`src/rtl/uart_hs_pkg.sv`:
```
package uart_hs_pkg;

    localparam int OFS_DATA  = 'h00;
    localparam int OFS_LEVEL = 'h04;
    localparam int OFS_ISR   = 'h08;
    localparam int OFS_CTRL  = 'h0C;
    localparam int OFS_RATE  = 'h10;

    // status bit positions
    localparam int ST_TXREQ = 0;
    localparam int ST_TRIG  = 1;
    localparam int ST_TMO   = 2;
    localparam int ST_FE    = 3;
    localparam int ST_BRK   = 4;
    localparam int ST_OE    = 5;
    localparam int ST_TXSET = 6;

    typedef struct packed {
        logic       brk;
        logic       ferr;
        logic [7:0] data;
    } rx_entry_t;

    typedef struct packed {
        logic [1:0] tmo;
        logic       brk;
        logic       err_ie;
        logic       rx_ie;
        logic       tx_ie;
        logic [2:0] rx_lvl;
        logic [1:0] tx_lvl;
    } ctrl_t;

    function automatic logic [7:0] rx_trig_bytes(input logic [2:0] code);
        case (code)
            3'd0:    return 8'd1;
            3'd1:    return 8'd4;
            3'd2:    return 8'd8;
            3'd3:    return 8'd16;
            3'd4:    return 8'd32;
            default: return 8'd48;
        endcase
    endfunction

    function automatic logic [7:0] tx_trig_bytes(input logic [1:0] code);
        case (code)
            2'd0:    return 8'd0;
            2'd1:    return 8'd4;
            2'd2:    return 8'd8;
            default: return 8'd16;
        endcase
    endfunction

    function automatic logic [4:0] tmo_chars(input logic [1:0] code);
        case (code)
            2'd0:    return 5'd0;
            2'd1:    return 5'd4;
            2'd2:    return 5'd8;
            default: return 5'd16;
        endcase
    endfunction

    function automatic ctrl_t ctrl_from_word(input logic [31:0] w);
        ctrl_t c;
        c.tx_lvl = w[1:0];
        c.rx_lvl = w[4:2];
        c.tx_ie  = w[5];
        c.rx_ie  = w[6];
        c.err_ie = w[7];
        c.brk    = w[8];
        c.tmo    = w[17:16];
        return c;
    endfunction

    function automatic logic [31:0] ctrl_to_word(input ctrl_t c);
        return {14'd0, c.tmo, 7'd0, c.brk, c.err_ie, c.rx_ie, c.tx_ie, c.rx_lvl, c.tx_lvl};
    endfunction

endpackage

```
`src/rtl/uart_hs_fifo.sv`:
```
module uart_hs_fifo #(
    parameter int W     = 8,
    parameter int DEPTH = 64
) (
    input  logic                         clk,
    input  logic                         rst,
    input  logic                         push,
    input  logic [W-1:0]                 din,
    input  logic                         pop,
    output logic [W-1:0]                 dout,
    output logic [$clog2(DEPTH+1)-1:0]   count,
    output logic                         full,
    output logic                         empty
);
    localparam int AW = (DEPTH > 1) ? $clog2(DEPTH) : 1;
    localparam int CW = $clog2(DEPTH + 1);

    logic [W-1:0]  mem [DEPTH];
    logic [AW-1:0] wr_ptr, rd_ptr;
    logic          do_push, do_pop;

    assign full    = (count == CW'(DEPTH));
    assign empty   = (count == '0);
    assign do_push = push && !full;
    assign do_pop  = pop && !empty;
    assign dout    = mem[rd_ptr];

    function automatic logic [AW-1:0] next_ptr(input logic [AW-1:0] p);
        return (p == AW'(DEPTH - 1)) ? '0 : p + 1'b1;
    endfunction

    always_ff @(posedge clk) begin
        if (do_push) mem[wr_ptr] <= din;
    end

    always_ff @(posedge clk) begin
        if (rst) begin
            wr_ptr <= '0;
            rd_ptr <= '0;
            count  <= '0;
        end else begin
            if (do_push) wr_ptr <= next_ptr(wr_ptr);
            if (do_pop)  rd_ptr <= next_ptr(rd_ptr);
            case ({do_push, do_pop})
                2'b10:   count <= count + 1'b1;
                2'b01:   count <= count - 1'b1;
                default: count <= count;
            endcase
        end
    end

    // occupancy never exceeds the depth
    a_r10_no_overflow: assert property (@(posedge clk) disable iff (rst)
        count <= CW'(DEPTH));
    // a lone accepted push raises occupancy by exactly one
    a_r2_push_step: assert property (@(posedge clk) disable iff (rst)
        (do_push && !do_pop) |=> (count == $past(count) + 1'b1));

endmodule

```
`src/rtl/uart_hs_rx_timeout.sv`:
```
module uart_hs_rx_timeout (
    input  logic       clk,
    input  logic       rst,
    input  logic [1:0] mode,
    input  logic       idle_tick,
    input  logic       activity,
    input  logic       holding,
    output logic       timeout
);
    import uart_hs_pkg::*;

    logic [4:0] cnt;
    logic [4:0] limit;

    assign limit = tmo_chars(mode);

    always_ff @(posedge clk) begin
        if (rst || activity || !holding)
            cnt <= '0;
        else if (idle_tick && cnt < limit)
            cnt <= cnt + 1'b1;
    end

    assign timeout = (mode != 2'd0) && holding && (cnt >= limit);

    // any queue activity removes the timeout on the next cycle
    a_r8_activity_clears: assert property (@(posedge clk) disable iff (rst)
        (activity && mode != 2'd0 && $stable(mode)) |=> !timeout);

endmodule

```
`src/rtl/uart_hs_regs.sv`:
```
module uart_hs_regs
    import uart_hs_pkg::*;
#(
    parameter int FIFO_DEPTH = 64,
    parameter int ADDR_W     = 5
) (
    input  logic              clk,
    input  logic              rst,
    input  logic              bus_wr,
    input  logic              bus_rd,
    input  logic [ADDR_W-1:0] bus_addr,
    input  logic [31:0]       bus_wdata,
    output logic [31:0]       bus_rdata,
    input  logic              rx_push,
    input  logic [7:0]        rx_byte,
    input  logic              rx_frame_err,
    input  logic              rx_break,
    input  logic              rx_idle_tick,
    input  logic              tx_pop,
    output logic [7:0]        tx_byte,
    output logic              tx_valid,
    output logic              tx_break,
    output logic [7:0]        rate_div,
    output logic              irq
);
    localparam int CW   = $clog2(FIFO_DEPTH + 1);
    localparam int RX_W = $bits(rx_entry_t);

    logic sel_data, sel_level, sel_isr, sel_ctrl, sel_rate;
    assign sel_data  = (bus_addr == ADDR_W'(OFS_DATA));
    assign sel_level = (bus_addr == ADDR_W'(OFS_LEVEL));
    assign sel_isr   = (bus_addr == ADDR_W'(OFS_ISR));
    assign sel_ctrl  = (bus_addr == ADDR_W'(OFS_CTRL));
    assign sel_rate  = (bus_addr == ADDR_W'(OFS_RATE));

    ctrl_t      ctrl_q;
    logic [7:0] rate_q;
    logic       txreq_q, fe_q, brk_q, oe_q, tx_above_q;

    rx_entry_t        rx_in, rx_head;
    logic [CW-1:0]    rx_cnt, tx_cnt;
    logic             rx_full, rx_empty, tx_full, tx_empty;
    logic             rx_pop, tx_push;
    logic [7:0]       rx_lvl8, tx_lvl8;
    logic             rx_trig, rx_tmo, tx_above, tx_fall;
    logic [6:0]       isr;
    logic [31:0]      w1c;

    assign rx_pop  = bus_rd && sel_data;
    assign tx_push = bus_wr && sel_data;
    assign rx_in   = '{brk: rx_break, ferr: rx_frame_err, data: rx_byte};

    uart_hs_fifo #(.W(RX_W), .DEPTH(FIFO_DEPTH)) i_rx_fifo (
        .clk(clk), .rst(rst), .push(rx_push), .din(rx_in), .pop(rx_pop),
        .dout(rx_head), .count(rx_cnt), .full(rx_full), .empty(rx_empty));

    uart_hs_fifo #(.W(8), .DEPTH(FIFO_DEPTH)) i_tx_fifo (
        .clk(clk), .rst(rst), .push(tx_push), .din(bus_wdata[7:0]), .pop(tx_pop),
        .dout(tx_byte), .count(tx_cnt), .full(tx_full), .empty(tx_empty));

    uart_hs_rx_timeout i_rx_tmo (
        .clk(clk), .rst(rst), .mode(ctrl_q.tmo), .idle_tick(rx_idle_tick),
        .activity(rx_push || rx_pop), .holding(!rx_empty), .timeout(rx_tmo));

    assign rx_lvl8  = 8'(rx_cnt);
    assign tx_lvl8  = 8'(tx_cnt);
    assign rx_trig  = rx_lvl8 >= rx_trig_bytes(ctrl_q.rx_lvl);
    assign tx_above = tx_lvl8 > tx_trig_bytes(ctrl_q.tx_lvl);
    assign tx_fall  = tx_above_q && !tx_above;
    assign w1c      = (bus_wr && sel_isr) ? bus_wdata : 32'd0;

    always_ff @(posedge clk) begin
        if (rst) begin
            ctrl_q     <= '0;
            rate_q     <= '0;
            txreq_q    <= 1'b0;
            fe_q       <= 1'b0;
            brk_q      <= 1'b0;
            oe_q       <= 1'b0;
            tx_above_q <= 1'b0;
        end else begin
            tx_above_q <= tx_above;
            if (bus_wr && sel_ctrl) ctrl_q <= ctrl_from_word(bus_wdata);
            if (bus_wr && sel_rate) rate_q <= bus_wdata[7:0];

            if (tx_fall || w1c[ST_TXSET])            txreq_q <= 1'b1;
            else if (w1c[ST_TXREQ])                  txreq_q <= 1'b0;
            if (rx_push && rx_frame_err)             fe_q <= 1'b1;
            else if (w1c[ST_FE])                     fe_q <= 1'b0;
            if (rx_push && rx_break)                 brk_q <= 1'b1;
            else if (w1c[ST_BRK])                    brk_q <= 1'b0;
            if (rx_push && rx_full)                  oe_q <= 1'b1;
            else if (w1c[ST_OE])                     oe_q <= 1'b0;
        end
    end

    always_comb begin
        isr           = '0;
        isr[ST_TXREQ] = txreq_q;
        isr[ST_TRIG]  = rx_trig;
        isr[ST_TMO]   = rx_tmo;
        isr[ST_FE]    = fe_q;
        isr[ST_BRK]   = brk_q;
        isr[ST_OE]    = oe_q;
    end

    assign irq = (isr[ST_TXREQ] && ctrl_q.tx_ie)
               || ((isr[ST_TRIG] || isr[ST_TMO]) && ctrl_q.rx_ie)
               || ((isr[ST_FE] || isr[ST_BRK] || isr[ST_OE]) && ctrl_q.err_ie);

    always_comb begin
        bus_rdata = '0;
        if (sel_data)
            bus_rdata = rx_empty ? 32'h100
                                 : {21'd0, rx_head.brk, rx_head.ferr, 1'b0, rx_head.data};
        else if (sel_level) bus_rdata = {16'd0, tx_lvl8, rx_lvl8};
        else if (sel_isr)   bus_rdata = {25'd0, isr};
        else if (sel_ctrl)  bus_rdata = ctrl_to_word(ctrl_q);
        else if (sel_rate)  bus_rdata = {24'd0, rate_q};
    end

    assign tx_valid = !tx_empty;
    assign tx_break = ctrl_q.brk;
    assign rate_div = rate_q;

    // a push into a full receive queue leaves the overrun latch set
    a_r10_overrun_latched: assert property (@(posedge clk) disable iff (rst)
        (rx_push && rx_full) |=> oe_q);
    // reading an empty receive queue keeps it empty
    a_r1_empty_read_keeps: assert property (@(posedge clk) disable iff (rst)
        (rx_pop && rx_empty && !rx_push) |=> (rx_cnt == '0));
    // write-one-to-clear removes the framing latch
    a_r6_w1c_fe: assert property (@(posedge clk) disable iff (rst)
        (bus_wr && sel_isr && bus_wdata[ST_FE] && !(rx_push && rx_frame_err)) |=> !fe_q);
    // a timeout never shows with nothing queued
    a_r8_tmo_needs_data: assert property (@(posedge clk) disable iff (rst)
        rx_tmo |-> (rx_lvl8 != 8'd0));
    // no interrupt while every group is masked
    a_r11_masked_quiet: assert property (@(posedge clk) disable iff (rst)
        (!ctrl_q.tx_ie && !ctrl_q.rx_ie && !ctrl_q.err_ie) |-> !irq);

endmodule

```
`config.mk`:
```
export PLATFORM = sky130hd
export DESIGN_NAME = uart_hs_regs
export DESIGN_NICKNAME = d
export VERILOG_FILES = /design/src/rtl/uart_hs_pkg.sv /design/src/rtl/uart_hs_fifo.sv /design/src/rtl/uart_hs_rx_timeout.sv /design/src/rtl/uart_hs_regs.sv
export SDC_FILE = /design/constraint.sdc
export NUM_CORES = 1
export LEC_CHECK = 0
export BUFFER_PORTS_ARGS = -buffer_cell sky130_fd_sc_hd__buf_2
export CORE_MARGIN = 3
export CORE_UTILIZATION = 60
export CTS_BUF_LIST = sky130_fd_sc_hd__clkbuf_8
export CTS_CLUSTER_SIZE = 8
export DETAILED_ROUTE_END_ITERATION = 12
export PLACE_DENSITY = 0.77
export SYNTH_ARGS = -nofsm -noshare
export SYNTH_HDL_FRONTEND = slang
export SYNTH_HIERARCHICAL = 1
export SYNTH_SLANG_ARGS = --single-unit
```
`constraint.sdc`:
```
create_clock -name clk -period 7.55 [get_ports clk]
set_clock_uncertainty 0.05 [all_clocks]
set_input_delay 0.3775 -clock clk [delete_from_list [all_inputs] [get_ports clk]]
set_output_delay 0.3775 -clock clk [all_outputs]
set_load 0.05 [all_outputs]
```
# Word-level counts from Yosys, hierarchy flattened
# Memory sizes are Yosys's and may differ from the RTL's. A register that Yosys moved wholly into a read port is not among the register bits.
# Cells that the tools add are included.
# Widths: inputs -> output; s select.
[word_totals]
in_bits = 54
wordCells = 135
regBits = 67
out_inout_bits = 51
ramBits = 1152
memories = 2
[mem_list]
columns = ["name", "words", "width", "rd", "rd_ports_with_merged_regs", "wr", "line", "source"]
rows = [
  ["i_rx_fifo.mem", 64, 10, 1, 1, 1, "uart_hs_fifo.sv:18", "logic [W-1:0] mem [DEPTH];"],
  ["i_tx_fifo.mem", 64, 8, 1, 1, 1, "uart_hs_fifo.sv:18", ""],
]
[op_classes]
reduce_logical = 46
magnitude_cmp = 4
muxes = 32
add_sub_neg = 9
eq_ne = 22
[op_table]
columns = ["cell", "n"]
rows = [
  ["$mux 18", 4],
  ["$mux 6", 8],
  ["$pmux 5 s3", 2],
  ["$pmux 6 s5", 1],
  ["$pmux 7 s2", 2],
  ["$add 6x1->6 const B", 4],
  ["$eq 6x6->1 const B", 4],
  ["$logic_and 1x1->1", 19],
  ["$add 7x1->7 const B", 2],
  ["$eq 7x7->1 const B", 2],
  ["$logic_not 7->1", 2],
  ["$reduce_bool 2->1", 7],
  ["$sub 7x1->7 const B", 2],
  ["$mux 1", 12],
  ["$mux 11", 1],
  ["$eq 5x4->1 const B", 2],
  ["$logic_or 1x1->1", 9],
  ["$eq 2x1->1 const B", 4],
  ["$eq 2x2->1 const B", 4],
  ["$ge 7x8->1", 1],
  ["$gt 7x8->1", 1],
  ["$mux 8", 1],
  ["$mux 7", 1],
  ["$eq 3x2->1 const B", 2],
  ["other kinds (11)", 16],
]

# Longest topological paths before layout
[depth]
depth_word = 8
depth_mapped = 15
mapped_depth_nobuf = 13

# Hierarchy
# The synthesis kept the hierarchy.
[modules_own_cells]
columns = ["mod", "area_per_inst_um2", "seq_area_each_um2", "cells_each", "n_inst"]
rows = [
  ["uart_hs_fifo at i_rx_fifo", 26050.0, 19718.9, 1266, 1],
  ["uart_hs_fifo at i_tx_fifo", 21209.1, 15875.2, 1060, 1],
  ["uart_hs_regs", 1780.5, 480.5, 244, 1],
  ["uart_hs_rx_timeout", 341.6, 100.1, 39, 1],
]

# Least setup slack after synthesis
# No wires, ideal clock.
[synth_timing]
path_kind = "register to register"
start = "register i_tx_fifo.count[1]"
end = "register i_tx_fifo.count[4]"
t_arrival_ns = 3.357
stages_incl_launch_ff = 14
period_less_slack_ns = 3.528
n_path_buf = 3
setup_slack_ns = 4.022
required_ns = 7.379
setup_time_ns = 0.121
cell_sequence = "dfxtp_1 > buf_4 > or4_1 > o31a_1 > buf_2 > ha_1 > clkbuf_1 > xor2_1 > ha_1 > or3_1 > a21oi_1 > or4b_2 > a21oi_1 > mux2_2"
[synth_via]
elab_chain_len = 5
word_cells_on_any_way = 12
cone_classes = "add/sub: 2; eq/ne: 3; mux: 1; reduce/logical: 6"
[synth_lines]
columns = ["element", "line", "source"]
rows = [
  ["start: declaration", "uart_hs_fifo.sv:11", "output logic [$clog2(DEPTH+1)-1:0] count,"],
  ["start signal: assignment", "uart_hs_fifo.sv:45", "2'b10: count <= count + 1'b1;"],
  ["start signal: assignment", "uart_hs_fifo.sv:46", "2'b01: count <= count - 1'b1;"],
  ["start signal: assignment", "uart_hs_fifo.sv:47", "default: count <= count;"],
  ["parallel branches: the longest is 5 deep, another holds $sub 7x1->7", "n/a", ""],
]
# Several ways; the timed one is not identified.
# A chain may end at the register's enable or synchronous reset.

==> results.ini <==
[final_layout]
syn_to_final_growth_pct = 8.68
fin_area_um2 = 53700
nets = 2828
fin_util_pct = 66.2
nFillCells = 5076
layout-drive-gt1-share_pct = 21.7

[timing]
fmax_mhz = 206
hold_violations = 0
hold_ws_ps = 87.1
rsz0062_at_grt = false
setup_viol = 0
slew_headroom_pct = 13.0
totalNegativeSetupSlack_ps = 0
timing.final.crit_period_ps = 4860
period_share_pct = 64.4
slew_viol_final = 0
setup_slack_ps = 2690
worst_slew_pin_slew_ps = 1310

[global_route]
grt_max_degree = 90
grt.total_usage_pct = 25.7
grt_overflow = 0
grt_pass1_vias = 26400
grt_first_pass_wirelength_mm = 164
antenna_found_initial = 2

[clock_network]
path_clk_slew_ps = 60
cts_root_buf = clkbuf_8
clk_path_buf_depth = 3
worstSkewPairLatency_ps = 870
cts.sinks = 1231
htreeDepth = 4
cts_made_buffers = 185
cts_tree = done

[setup_path]
crit_type = reg2out
path_cells = buf_12 -> mux4_2 -> o22ai_1 -> a211oi_1 -> nand2_1 -> nand2_1 -> a222oi_1 -> o211ai_1 -> buf_2
critPathLaunchType = flop
path_max_fanout = 85
slowest_delay_ps = 770
path_common_cell = nand2_1
reg2regPathDepth = 6
worst_path_max_delay_cell = dfxtp_4
arrival_ps = 4430
required_ps = 7120
end_kind = primary output

[drt]
post_drt_wl_per_cell_um = 27.5
routedLengthMet1_mm = 39.4
met2_length_mm = 54.2
via_count = 25800
firstDrtPassIters = 7
vias_per_cell = 6.56
routed_wl_mm = 108
ant_nets = 0
top_layer = met4
wl_met3_mm = 10.2
first_iter_violations = 3171
drc_errors = 0

[die]
die_x_um = 293
initial_core_util_pct = 60.9
io_pins = 105
core_um2 = 81100
num_rows = 104
die_h_um = 293
die-area_um2 = 85800

[placement]
place.gp.congestion = 0.907
place_area_um2 = 50300
dp_hpwl_mm = 64.2
pre_cts_ws_ps = 3390
port_buffers = 68

[run_status]
status = finished, final reports clean

[logic_synthesis]
syn_inst = 2608
avgSynthCellArea_um2 = 18.9
syn_area_um2 = 49400
yosysWarnings = 6

[pwr]
leakage_nw = 16.7
peakVddDrop_mv = 0.224
powerDensity_nw_per_um2 = 248

[worst_hold_path]
worstHoldPathCells = 4
hp-class = in2reg

[job]
drv_cap = 0

critical path, delay by kind of cell (launching register included):
family,cells,cell delay [ps]
AOI/OAI and AO/OA,4,1040
buffers and inverters,2,720
muxes,1,610
and+or+nand+nor,2,280
DFF,1,770
worst paths after layout:
| kind | start | end | slack [ps] |
|---|---|---|---|
| worst max register to register | i_rx_fifo/count[2] | i_rx_fifo/mem[43][9] | 3490 |
| worst max-delay path | flop | bus_rdata[0] | 2690 |
| worst min-delay path | tx_pop | flop | 90 |
| worst min register to register | rate_div[3] | rate_div[3] | 430 |
registers in the layout (all words and copies together), names as in the netlist, 5 cells and up, named ones only:
name              count
i_tx_fifo/count       7
ctrl_q               10
i_tx_fifo/wr_ptr      6
rate_div              8
i_rx_tmo/cnt          5
i_rx_fifo/wr_ptr      6
i_rx_fifo/count       7
i_tx_fifo/mem       512
i_rx_fifo/rd_ptr      6
i_tx_fifo/rd_ptr      6
i_rx_fifo/mem       640
metal layers:
metal	GRT usage (%)	vias up
li1	-	10900
met1	34.3	13200
met2	41.9	1485
met3	5.62	243
met4	10.8	0
met5	0	-
metrics by stage:
step           cells  power (mW)
6_report        3926        13.3
5_1_grt         3926        13.8
4_1_cts         3925        13.4
3_5_place_dp    3609        8.65
3_3_place_gp    3609        8.62
2_1_floorplan   2622        8.40
power by group:
group | switching [mW] | internal [mW]
Clock | 2.47 | 2.35
Sequential | 0.0958 | 7.49
Combinational | 0.535 | 0.399
area by class of cell:
class	instances	area, um2	share of cell area [%]
Sequential cell	1231	36200	67.5
Antenna cell	1	2.50	0.00466
Clock buffer	190	2620	4.87
Inverter	27	101	0.189
Timing Repair Buffer	107	721	1.34
Tap cell	1060	1330	2.47
Multi-Input combinational cell	1199	12100	22.5
Clock inverter	111	599	1.12
placed cells by master, fill, tap and decap left out, types with 8 or more instances in the layout:
| cell | n |
|---|---|
| edfxtp_1 | 1152 |
| mux4_2 | 276 |
| nor2_1 | 199 |
| clkbuf_8 | 190 |
| inv_1 | 102 |
| nand2_1 | 97 |
| dfxtp_1 | 73 |
| a21oi_1 | 71 |
| mux2i_1 | 69 |
| buf_2 | 68 |
| nand3_1 | 46 |
| o22ai_1 | 32 |
| o21ai_0 | 31 |
| a22oi_1 | 28 |
| ha_1 | 23 |
| nor2b_1 | 22 |
| a22o_1 | 20 |
| o221ai_1 | 20 |
| a211oi_1 | 20 |
| buf_4 | 20 |
| o21ai_1 | 18 |
| or3_1 | 16 |
| conb_1 | 15 |
| clkinv_1 | 15 |
| dlygate4sd3_1 | 15 |
| xor2_1 | 15 |
| nand2b_1 | 13 |
| and2_1 | 11 |
| nand3b_1 | 10 |
| nand4_1 | 10 |
| a31oi_1 | 10 |
| a221oi_1 | 9 |
| mux2_2 | 8 |
| xnor2_1 | 8 |
| mux4_1 | 8 |
repair_timing:
| item | CTS | global route |
|---|---|---|
| resized for setup | 0 | 0 |
| endpoints found under the hold margin | 38 | 0 |
| buffers inserted | 0 | 0 |
| hold buffers | 15 | 0 |
No activity file was read; power rests on OpenSTA's default activity.
